[config.mk]
export PLATFORM = sky130hd
export DESIGN_NAME = mop_pair_fuser
export DESIGN_NICKNAME = d
export VERILOG_FILES = /design/src/rtl/fuse_pkg.sv /design/src/rtl/fuse_head_finder.sv /design/src/rtl/fuse_ctrl.sv /design/src/rtl/mop_pair_fuser.sv
export SDC_FILE = /design/constraint.sdc
export NUM_CORES = 1
export LEC_CHECK = 0
export BUFFER_PORTS_ARGS = -buffer_cell sky130_fd_sc_hd__buf_2
export CORE_UTILIZATION = 61
export DETAILED_ROUTE_END_ITERATION = 16
export PLACE_DENSITY = 0.8
export SYNTH_ARGS = -nofsm -noshare
export SYNTH_HDL_FRONTEND = slang
export SYNTH_HIERARCHICAL = 1
export SYNTH_SLANG_ARGS = --single-unit
[constraint.sdc]
create_clock -name clk -period 2.4 [get_ports clk]
set_input_delay 0.24 -clock clk [delete_from_list [all_inputs] [get_ports clk]]
set_output_delay 0.24 -clock clk [all_outputs]
set_load 0.02 [all_outputs]
[src/rtl/fuse_pkg.sv]
package fuse_pkg;
  parameter int REG_W = 5;

  typedef enum logic [1:0] {
    OP_ALU1 = 2'd0,
    OP_ALUM = 2'd1,
    OP_MEM  = 2'd2,
    OP_BR   = 2'd3
  } opcls_t;

  typedef struct packed {
    opcls_t           cls;
    logic             dv;
    logic [REG_W-1:0] dst;
    logic             s0v;
    logic [REG_W-1:0] s0;
    logic             s1v;
    logic [REG_W-1:0] s1;
  } mop_t;

  localparam int ENT_W = $bits(mop_t);

  // number of distinct registers among up to four valid operands
  function automatic logic [2:0] src_count(input logic [3:0] v,
                                           input logic [3:0][REG_W-1:0] r);
    logic [2:0] c;
    logic dup;
    c = '0;
    for (int a = 0; a < 4; a++) begin
      dup = 1'b0;
      for (int b = 0; b < a; b++)
        if (v[b] && r[b] == r[a]) dup = 1'b1;
      if (v[a] && !dup) c = c + 3'd1;
    end
    return c;
  endfunction
endpackage

[src/rtl/fuse_head_finder.sv]
module fuse_head_finder
  import fuse_pkg::*;
#(
  parameter int NENT = 8,
  localparam int IDX_W = $clog2(NENT)
) (
  input  mop_t             win [NENT],
  input  logic [NENT-1:0]  used,
  input  logic [IDX_W-1:0] tail,
  output logic             found,
  output logic [IDX_W-1:0] head
);
  mop_t       t;
  logic       ok, dep, hz;
  logic [2:0] nsrc;

  always_comb begin
    t     = win[tail];
    found = 1'b0;
    head  = '0;
    ok    = 1'b0;
    dep   = 1'b0;
    hz    = 1'b0;
    nsrc  = '0;
    // ascending scan: a later legal head overrides, so the nearest wins
    for (int j = 0; j < NENT; j++) begin
      if (j < int'(tail)) begin
        ok   = !used[j] && win[j].cls == OP_ALU1 && win[j].dv;
        dep  = (t.s0v && t.s0 == win[j].dst) || (t.s1v && t.s1 == win[j].dst);
        nsrc = src_count({t.s1v && t.s1 != win[j].dst, t.s0v && t.s0 != win[j].dst,
                          win[j].s1v, win[j].s0v},
                         {t.s1, t.s0, win[j].s1, win[j].s0});
        hz   = 1'b0;
        for (int k = 0; k < NENT; k++) begin
          if (k > j && k < int'(tail)) begin
            if (win[k].dv && ((win[j].s0v && win[k].dst == win[j].s0) ||
                              (win[j].s1v && win[k].dst == win[j].s1) ||
                              win[k].dst == win[j].dst))
              hz = 1'b1;
            if ((win[k].s0v && win[k].s0 == win[j].dst) ||
                (win[k].s1v && win[k].s1 == win[j].dst))
              hz = 1'b1;
          end
        end
        if (ok && dep && nsrc <= 3'd2 && !hz) begin
          found = 1'b1;
          head  = IDX_W'(j);
        end
      end
    end
  end
endmodule

[src/rtl/fuse_ctrl.sv]
module fuse_ctrl #(
  parameter int NENT = 8,
  localparam int IDX_W = $clog2(NENT)
) (
  input  logic             clk,
  input  logic             rst_n,
  input  logic             in_valid,
  output logic             in_ready,
  output logic             load_en,
  output logic             scan_en,
  output logic             pass2,
  output logic [IDX_W-1:0] idx,
  output logic             done
);
  typedef enum logic [1:0] {ST_IDLE, ST_SCAN, ST_DONE} st_t;
  localparam logic [IDX_W-1:0] LAST = IDX_W'(NENT - 1);

  st_t              st_q, st_d;
  logic             pass_q, pass_d;
  logic [IDX_W-1:0] idx_q, idx_d;

  assign in_ready = (st_q == ST_IDLE);
  assign load_en  = in_valid && in_ready;
  assign scan_en  = (st_q == ST_SCAN);
  assign pass2    = pass_q;
  assign idx      = idx_q;
  assign done     = (st_q == ST_DONE);

  always_comb begin
    st_d   = st_q;
    pass_d = pass_q;
    idx_d  = idx_q;
    case (st_q)
      ST_IDLE: if (load_en) begin
        st_d   = ST_SCAN;
        pass_d = 1'b0;
        idx_d  = '0;
      end
      ST_SCAN: if (idx_q == LAST) begin
        idx_d = '0;
        if (pass_q) st_d = ST_DONE;
        else        pass_d = 1'b1;
      end else begin
        idx_d = idx_q + 1'b1;
      end
      default: st_d = ST_IDLE;
    endcase
  end

  always_ff @(posedge clk or negedge rst_n) begin
    if (!rst_n) begin
      st_q   <= ST_IDLE;
      pass_q <= 1'b0;
      idx_q  <= '0;
    end else begin
      st_q   <= st_d;
      pass_q <= pass_d;
      idx_q  <= idx_d;
    end
  end

  // done lasts a single cycle
  a_r2_done_pulse: assert property (@(posedge clk) disable iff (!rst_n)
    done |=> !done);
  // an accepted window closes the input until the work ends
  a_r2_busy_after_load: assert property (@(posedge clk) disable iff (!rst_n)
    load_en |=> !in_ready);
  // done only after the last entry of the second sweep
  a_r2_done_after_last: assert property (@(posedge clk) disable iff (!rst_n)
    $rose(done) |-> $past(scan_en && pass2 && idx == LAST));
endmodule

[src/rtl/mop_pair_fuser.sv]
module mop_pair_fuser
  import fuse_pkg::*;
#(
  parameter int NENT = 8,
  localparam int IDX_W = $clog2(NENT)
) (
  input  logic                  clk,
  input  logic                  rst_n,
  input  logic                  in_valid,
  output logic                  in_ready,
  input  logic [NENT*ENT_W-1:0] in_win,
  output logic                  done,
  output logic [NENT-1:0]       fus_bit,
  output logic [NENT-1:0]       tail_vld,
  output logic [NENT*IDX_W-1:0] tail_head
);
  logic [1:0] rsync_q;
  logic       rst_s_n;

  always_ff @(posedge clk or negedge rst_n) begin
    if (!rst_n) rsync_q <= '0;
    else        rsync_q <= {rsync_q[0], 1'b1};
  end
  assign rst_s_n = rsync_q[1];

  logic             load_en, scan_en, pass2, found;
  logic [IDX_W-1:0] idx, head;

  fuse_ctrl #(.NENT(NENT)) i_ctrl (
    .clk(clk), .rst_n(rst_s_n), .in_valid(in_valid), .in_ready(in_ready),
    .load_en(load_en), .scan_en(scan_en), .pass2(pass2), .idx(idx), .done(done)
  );

  mop_t             win_q [NENT];
  logic [NENT-1:0]  used_q, used_d, fus_q, fus_d, tv_q, tv_d;
  logic [IDX_W-1:0] hidx_q [NENT];
  logic [IDX_W-1:0] hidx_d [NENT];
  logic             tail_ok, hit, upd_en;

  fuse_head_finder #(.NENT(NENT)) i_find (
    .win(win_q), .used(used_q), .tail(idx), .found(found), .head(head)
  );

  assign tail_ok = !used_q[idx] &&
                   (pass2 || win_q[idx].cls == OP_ALU1 || win_q[idx].cls == OP_ALUM);
  assign hit     = scan_en && tail_ok && found;
  assign upd_en  = load_en || hit;

  always_comb begin
    used_d = used_q;
    fus_d  = fus_q;
    tv_d   = tv_q;
    for (int i = 0; i < NENT; i++) hidx_d[i] = hidx_q[i];
    if (load_en) begin
      used_d = '0;
      fus_d  = '0;
      tv_d   = '0;
      for (int i = 0; i < NENT; i++) hidx_d[i] = '0;
    end else if (hit) begin
      used_d[idx]  = 1'b1;
      used_d[head] = 1'b1;
      fus_d[head]  = 1'b1;
      tv_d[idx]    = 1'b1;
      hidx_d[idx]  = head;
    end
  end

  always_ff @(posedge clk or negedge rst_s_n) begin
    if (!rst_s_n) begin
      used_q <= '0;
      fus_q  <= '0;
      tv_q   <= '0;
      for (int i = 0; i < NENT; i++) hidx_q[i] <= '0;
    end else if (upd_en) begin
      used_q <= used_d;
      fus_q  <= fus_d;
      tv_q   <= tv_d;
      for (int i = 0; i < NENT; i++) hidx_q[i] <= hidx_d[i];
    end
  end

  always_ff @(posedge clk) begin
    if (load_en)
      for (int i = 0; i < NENT; i++) win_q[i] <= in_win[i*ENT_W +: ENT_W];
  end

  assign fus_bit  = fus_q;
  assign tail_vld = tv_q;

  for (genvar g = 0; g < NENT; g++) begin : g_ent
    assign tail_head[g*IDX_W +: IDX_W] = hidx_q[g];

    // one role per entry
    a_r8_single_role: assert property (@(posedge clk) disable iff (!rst_s_n)
      !(fus_q[g] && tv_q[g]));
    // heads are single-cycle ALU producers
    a_r3_head_class: assert property (@(posedge clk) disable iff (!rst_s_n)
      fus_q[g] |-> (win_q[g].cls == OP_ALU1 && win_q[g].dv));
    // a tail points back to a marked head
    a_r10_head_link: assert property (@(posedge clk) disable iff (!rst_s_n)
      tv_q[g] |-> (hidx_q[g] < IDX_W'(g) && fus_q[hidx_q[g]]));
    // a tail reads what its head writes
    a_r4_dependence: assert property (@(posedge clk) disable iff (!rst_s_n)
      tv_q[g] |-> ((win_q[g].s0v && win_q[g].s0 == win_q[hidx_q[g]].dst) ||
                   (win_q[g].s1v && win_q[g].s1 == win_q[hidx_q[g]].dst)));
  end

  // first-sweep tails are ALU ops
  a_r6_sweep1_alu: assert property (@(posedge clk) disable iff (!rst_s_n)
    (hit && !pass2) |-> (win_q[idx].cls inside {OP_ALU1, OP_ALUM}));
  // results do not move outside a sweep except on a load
  a_r2_hold: assert property (@(posedge clk) disable iff (!rst_s_n)
    (!scan_en && !load_en) |=> ($stable(fus_q) && $stable(tv_q)));
endmodule

==> impl_metrics.csv, run 1 <==
group,metric,value,unit
outcome,outcome,"stopped before the end",
outcome,haltStage,"global routing",
outcome,error_line,"[ERROR GRT-0232] Routing congestion too high. Check the congestion heatmap in the GUI.",
placed_design,portBuffers,197,
floorplan,start_util,0.6196,
placed_design,dp.cells,2904,
floorplan,io_pins,205,
timing,grt-worst-endpoint,"tail_head[19]$_DFFE_PN0P_/D",
clocking,cts_max_level,1,
yosys,ys_warn_count,6,
clocking,cts_buffers,23,
placed_design,place_hpwl,65010,µm
placed_design,placed_cell_area,0.02387,mm²
global_route,groute.usage.overall,0.7323,
global_route,grt_start_max_net_pins,52,
floorplan,rows,65,
yosys,netlist_area,0.01950,mm²
floorplan,fp.dieH,180.8,µm
global_route,grt_overflow_total,4,
clocking,clk_path_buf_depth,3,
timing,worst_endpoint_kind,"register input",
yosys,synth_fp_nets,2240,
yosys,syn_avg_cell_area,9.495,µm²
yosys,syn_inst,2054,
placed_design,gp_congestion,1.135,
floorplan,die_width,180.8,µm
clocking,cts_root_buf,"clkbuf_16",
-- layer usage --
metal,overflow,global-route usage
met5,0,0.3289
met4,1,0.7299
met3,1,0.5533
met2,2,0.9240
met1,0,0.7228
-- per-stage QoR --
stage            util  setup WS (ns)
3_5_place_dp   0.7584         -2.975
3_3_place_gp   0.7584         -2.800
2_1_floorplan       -         -2.316
4_1_cts        0.8566         -2.493
-- timing repair --
item                                   CTS
cloned                                   1
endpoints found under the hold margin  155
setup endpoints to repair               48
pin swaps                               55
buffers inserted                        28
hold buffers                           156
gates resized for setup                 82
==> inputs of run 2 (changes only) <==
--- a/config.mk
+++ b/config.mk
@@ -6,9 +6,9 @@
 export NUM_CORES = 1
 export LEC_CHECK = 0
 export BUFFER_PORTS_ARGS = -buffer_cell sky130_fd_sc_hd__buf_2
-export CORE_UTILIZATION = 61
+export CORE_UTILIZATION = 40
 export DETAILED_ROUTE_END_ITERATION = 16
-export PLACE_DENSITY = 0.8
+export PLACE_DENSITY_LB_ADDON = 0.15
 export SYNTH_ARGS = -nofsm -noshare
 export SYNTH_HDL_FRONTEND = slang
 export SYNTH_HIERARCHICAL = 1
==> impl_metrics.csv, run 2 <==
group,metric,value,unit
outcome,outcome,"complete, but fails checks",
outcome,violations,"setup timing",
layout,nets,2921,
setup_path,crit_path_max_fanout,6,
layout,final_cell_mix,"buf_4 (444), xor2_1 (421), xnor2_1 (324)",
floorplan,die_width,222.8,µm
layout,utilization,0.5800,
yosys,syn_avg_cell_area,9.495,µm²
route,wl_per_cell,27.66,µm
clocking,cts.sinks,209,
global_route,grt_pass1_vias,19420,
pwr,power_frac_seq,0.165,
setup_path,crit_type,"reg -> reg",
timing,finClkSkew,0.008077,ns
clocking,cts.clk_slew.worst_paths,0.06,ns
timing,hold_viol,0,
setup_path,cp-start-kind,"flop",
setup_path,cp-end-kind,"flop",
clocking,cts_tree,"done",
clocking,clkLatencyLatePin,0.55,ns
clocking,cts_buffers,24,
floorplan,rows,80,
route,drt_iter0_drc,1878,
timing,maxSlewViolCount,0,
pwr,swShare,0.4616,
pwr,switching_power,14.71,mW
worst_hold_path,min_path_type,"in -> reg",
global_route,grt_start_max_net_pins,60,
clocking,cts_max_level,1,
run,max-cap-violations,0,
pwr,max-vdd-ir-drop,754.9,µV
pwr,total_power,31.87,mW
pwr,pwr-share-clk,0.114,
layout,layout-drive-gt1-share,0.3275,
yosys,syn_inst,2054,
placed_design,portBuffers,197,
layout,layout_commonest_cell,"buf_4",
setup_path,reg2reg_from,"i_ctrl/idx[0]",
yosys,synth_fp_nets,2240,
setup_path,crit_required,2.83,ns
timing,max_freq,195.8,MHz
layout,largest_register_ffs,153,
timing,finalCritPeriodShare,2.128,
clocking,cts_root_buf,"clkbuf_16",
global_route,groute.usage.overall,0.3694,
pwr,p_per_area,1146,mW/mm²
route,drc,0,
timing,max_slew_margin,0.4042,
setup_path,reg2reg_depth,24,
timing,tightest_slew,0.8856,ns
yosys,ys_warn_count,6,
floorplan,die_area,0.04964,mm²
layout,syn_to_final_growth,42.59,%
timing,rsz0062_at_grt,"true",
yosys,netlist_area,0.01950,mm²
setup_path,cp.arrival,5.53,ns
placed_design,place_hpwl,69830,µm
route,ant_nets,0,
pwr,p_comb_frac,0.721,
floorplan,io_pins,205,
worst_hold_path,min_from,"in_valid",
route,drtPass1Iterations,5,
setup_path,crit_start,"i_ctrl/idx[0]",
clocking,clk_path_buf_depth,3,
route,drt-total-wl,93200,µm
route,num_vias,19490,
floorplan,start_util,0.4068,
timing,finalCriticalPeriod,5.107,ns
route,viasPerCell,5.784,
floorplan,core-area,0.04795,mm²
floorplan,fp.dieH,222.8,µm
global_route,antenna_found_initial,3,
pwr,leakage,11.10,nW
global_route,grt_pass1_wl,133200,µm
placed_design,gp_congestion,1.069,
global_route,grt_overflow_total,0,
pwr,internal_power,17.16,mW
timing,setup_viol,48,
timing,layout_setup_ws,-2.707,ns
layout,regMostFlops,"win_q",
timing,fin_tns_setup,-127.20,ns
worst_hold_path,holdPathStages,4,
-- run 2: layout make-up --
type                    instances  area [µm²]
inverters                      75       281.5
diodes                          3       7.507
flip-flops and latches        209        6001
clock inverters                15       130.1
clock buffers                  27       633.1
fillers                      4139       20140
well taps                     615       769.5
repair buffers                858        6939
multi-input cells            1567       13050
-- run 2: timing repair --
item                       4_1_cts  5_1_grt
gates cloned                     0        1
pin swaps                       53       38
setup endpoints to repair       48       48
hold endpoints to repair       155        0
hold buffers                   155        0
gates resized for setup         88       72
setup buffers                   25       13
-- run 2: per-layer routing --
| metal | part of all wire | GRT usage | vias up |
|---|---|---|---|
| li1 | - | - | 8566 |
| met1 | 0.40 | 0.4714 | 9532 |
| met5 | 0 | 0 | - |
| met3 | 0.085 | 0.07194 | 293 |
| met2 | 0.44 | 0.5739 | 1094 |
| met4 | 0.071 | 0.2300 | 0 |
-- run 2: power groups by stage --
stage	sequential [mW]	combinational, mW	clock, mW
final	5.26	23.0	3.63
after detailed placement	5.35	19.9	0
after CTS	5.24	21.4	3.73
after global placement	5.34	19.5	0
after global routing	5.30	24.1	3.83
after floorplan	5.13	12.2	0
-- run 2: worst paths after layout --
check / endpoint / slack, ns
min in group asynchronous: i_ctrl/st_q[1] / 0.35
hold reg to reg: i_ctrl/st_q[1] / 0.35
setup / recovery: used_q[3] / -2.71
max in group asynchronous: tail_head[3] / 1.43
hold / removal: i_ctrl/pass2 / 0.07
setup reg to reg: used_q[3] / -2.71
-- run 2: worst max-delay path, cell delays in order, from the launching register on --
cell       delay, ns
dfrtp_4         0.49
buf_12          0.16
buf_6           0.12
buf_6           0.12
mux2i_2         0.14
mux4_2          0.56
buf_6           0.15
xor2_2          0.15
and4_4          0.21
or4_4           0.52
xnor2_2         0.16
ha_2            0.32
nor2_1          0.04
nand2_1         0.05
o311a_1         0.17
a211oi_2        0.09
a31oi_1         0.18
buf_4           0.18
nand2b_4        0.06
or4_4           0.45
o2111ai_4       0.12
nor2_4          0.10
nand3_4         0.17
clkbuf_16       0.18
o22ai_1         0.07
-- run 2: stage by stage --
| stage | cell area, µm² | setup WS [ns] | std cells | hold slack, ns |
|---|---|---|---|---|
| after floorplan | 19570 | -2.316 | 2054 | -0.05559 |
| after global placement | 24290 | -3.365 | 3136 | 0.02563 |
| after detailed placement | 24290 | -3.466 | 3136 | 0.02637 |
| after CTS | 27260 | -2.618 | 3353 | 0.03292 |
| after global routing | 27800 | -2.839 | 3366 | 0.09256 |
| final | 27810 | -2.707 | 3369 | 0.07141 |
Power figures use the tool's default switching activity.
==> inputs of run 3 (changes only) <==
==> constraint.sdc (replaced) <==
create_clock -name clk -period 6.3 [get_ports clk]
set_input_delay 0.63 -clock clk [delete_from_list [all_inputs] [get_ports clk]]
set_output_delay 0.63 -clock clk [all_outputs]
set_load 0.02 [all_outputs]
==> impl_metrics.csv, run 3 (synthesis gave the netlist of run 2 again) <==
group,metric,value,unit
outcome,outcome,"complete, no violations",
global_route,grt_start_max_net_pins,96,
global_route,antenna_found_initial,2,
clocking,cts.clk_slew.worst_paths,0.07,ns
pwr,power_frac_seq,0.226,
clocking,cts_buffers,24,
placed_design,place_hpwl,58080,µm
setup_path,crit_slowest_cell,"dfrtp_4",
layout,layout-drive-gt1-share,0.2022,
global_route,grt_pass1_vias,17040,
global_route,grt_pass1_wl,116300,µm
floorplan,start_util,0.4068,
layout,final_cell_mix,"xor2_1 (423), xnor2_1 (333), buf_2 (197)",
layout,layout_commonest_cell,"xor2_1",
floorplan,io_pins,205,
route,drtPass1Iterations,8,
timing,hold_slack,0.2453,ns
clocking,cts.sinks,209,
setup_path,timing.critical_path.slowest_cell_delay,0.79,ns
timing,max_slew_margin,0.1279,
setup_path,cp-end-kind,"flop",
global_route,grt_overflow_total,0,
clocking,cts_root_buf,"clkbuf_16",
route,drc,0,
timing,finClkSkew,0.01538,ns
setup_path,crit_type,"reg -> reg",
layout,largest_register_ffs,153,
timing,hold_viol,0,
floorplan,fp.dieH,222.8,µm
run,max-cap-violations,0,
pwr,internal_power,5.041,mW
layout,regMostFlops,"win_q",
timing,rsz0062_at_grt,"false",
layout,syn_to_final_growth,14.55,%
worst_hold_path,min_path_type,"in -> reg",
setup_path,cp_common_cell,"buf_4",
timing,finalCriticalPeriod,5.903,ns
timing,tightest_slew,1.308,ns
timing,max_freq,169.4,MHz
pwr,swShare,0.4842,
setup_path,path_cells,"buf_12 > mux2i_1 > o22ai_1 > nor2_2 > buf_4 > xnor2_1 > nor4_1 > a311o_1 > o21ai_0 > ha_1 > inv_1 > o211ai_1 > a21o_1 > o21ai_1 > or4_1 > o2111ai_4 > buf_4 > nor4_2 > buf_4 > o32ai_1",
floorplan,rows,80,
global_route,groute.usage.overall,0.3194,
clocking,cts_tree,"done",
setup_path,reg2reg_from,"i_ctrl/idx[0]",
worst_hold_path,min_from,"in_win[70]",
pwr,p_comb_frac,0.629,
floorplan,core-area,0.04795,mm²
timing,setup_viol,0,
setup_path,crit_start,"i_ctrl/idx[0]",
clocking,cts_max_level,1,
setup_path,cp-start-kind,"flop",
pwr,pwr-share-clk,0.145,
timing,finalCritPeriodShare,0.9370,
placed_design,portBuffers,197,
timing,fin_tns_setup,0,ns
setup_path,cp.arrival,6.36,ns
pwr,switching_power,4.732,mW
setup_path,crit_required,6.75,ns
route,drt-total-wl,80010,µm
route,num_vias,17450,
floorplan,die_width,222.8,µm
floorplan,die_area,0.04964,mm²
route,ant_nets,0,
pwr,max-vdd-ir-drop,231.2,µV
clocking,clk_path_buf_depth,3,
route,drt_iter0_drc,1888,
placed_design,gp_congestion,1.011,
pwr,leakage,8.417,nW
pwr,p_per_area,437.5,mW/mm²
timing,maxSlewViolCount,0,
setup_path,crit_path_max_fanout,20,
route,viasPerCell,6.089,
route,wl_per_cell,27.92,µm
layout,nets,2420,
clocking,clkLatencyLatePin,0.56,ns
-- run 3: cell count changes in the layout (fill, tap and decap cells not counted), moves of 15 or more --
cell,delta
o32ai_2,-18
o32ai_1,+18
o22ai_1,+15
buf_4,-287
buf_6,-18
dlygate4sd3_1,-154
buf_12,-37
o22ai_2,-15
-- run 3: timing repair --
item                                   4_1_cts  5_1_grt
hold buffers                                 1        0
setup buffers                                0        1
endpoints found under the hold margin        2        0
setup endpoints to repair                    0       26
resized for setup                            0        2
-- run 3: final timing paths --
path,cells past startpoint,slack [ns],to
max reg2reg,20,0.40,tail_head[7]
max in group asynchronous,1,5.38,i_ctrl/idx[0]
min,1,0.25,win_q[90]
min in group asynchronous,2,0.39,rsync_q[1]
min reg2reg,0,0.35,rsync_q[1]
max,20,0.40,tail_head[7]
-- run 3: power groups by stage --
stage	logic [mW]	clock network [mW]	registers, mW
after floorplan	4.57	0	1.98
after global placement	5.81	0	2.23
after detailed placement	5.94	0	2.23
after CTS	5.96	1.46	2.21
after global routing	6.55	1.51	2.22
final	6.15	1.42	2.21
-- run 3: critical path: cells and delay by family (launching register included) --
| kind | cells | cell delay [ns] |
|---|---|---|
| compound gates | 8 | 1.57 |
| simple gates | 4 | 1.46 |
| buf+inv | 5 | 1.03 |
| flops | 1 | 0.79 |
| mux | 1 | 0.48 |
| fa+ha+maj | 1 | 0.31 |
| xor+xnor | 1 | 0.09 |
-- run 3: per-stage QoR --
step	total power, mW	worst slack, ns	instances	cell area [µm²]	util
after floorplan	6.553	0.9735	2054	19500	-
after global placement	8.047	0.3032	2821	21510	0.4485
after detailed placement	8.176	0.2809	2821	21510	0.4485
after CTS	9.636	0.2680	2864	22310	0.4653
after global routing	10.27	0.06266	2865	22340	0.4659
final	9.773	0.3971	2866	22340	0.4659
-- run 3: per-layer routing --
layer | part of all wire | global-route usage | up-vias | wire [µm]
met5 | 0 | 0 | - | 0
met4 | 0.076 | 0.2140 | 0 | 6100
met3 | 0.098 | 0.06586 | 284 | 7821
met2 | 0.43 | 0.4869 | 1090 | 34530
met1 | 0.39 | 0.4076 | 8524 | 31550
li1 | - | - | 7554 | -
-- run 3: cell type report --
type	instances	area (µm²)
clock inverters	11	115.1
flip-flops and latches	209	6001
multi-input cells	1567	12280
clock buffers	31	679.4
repair buffers	357	2215
inverters	75	281.5
fillers	4570	25610
well taps	615	769.5
diodes	1	2.502
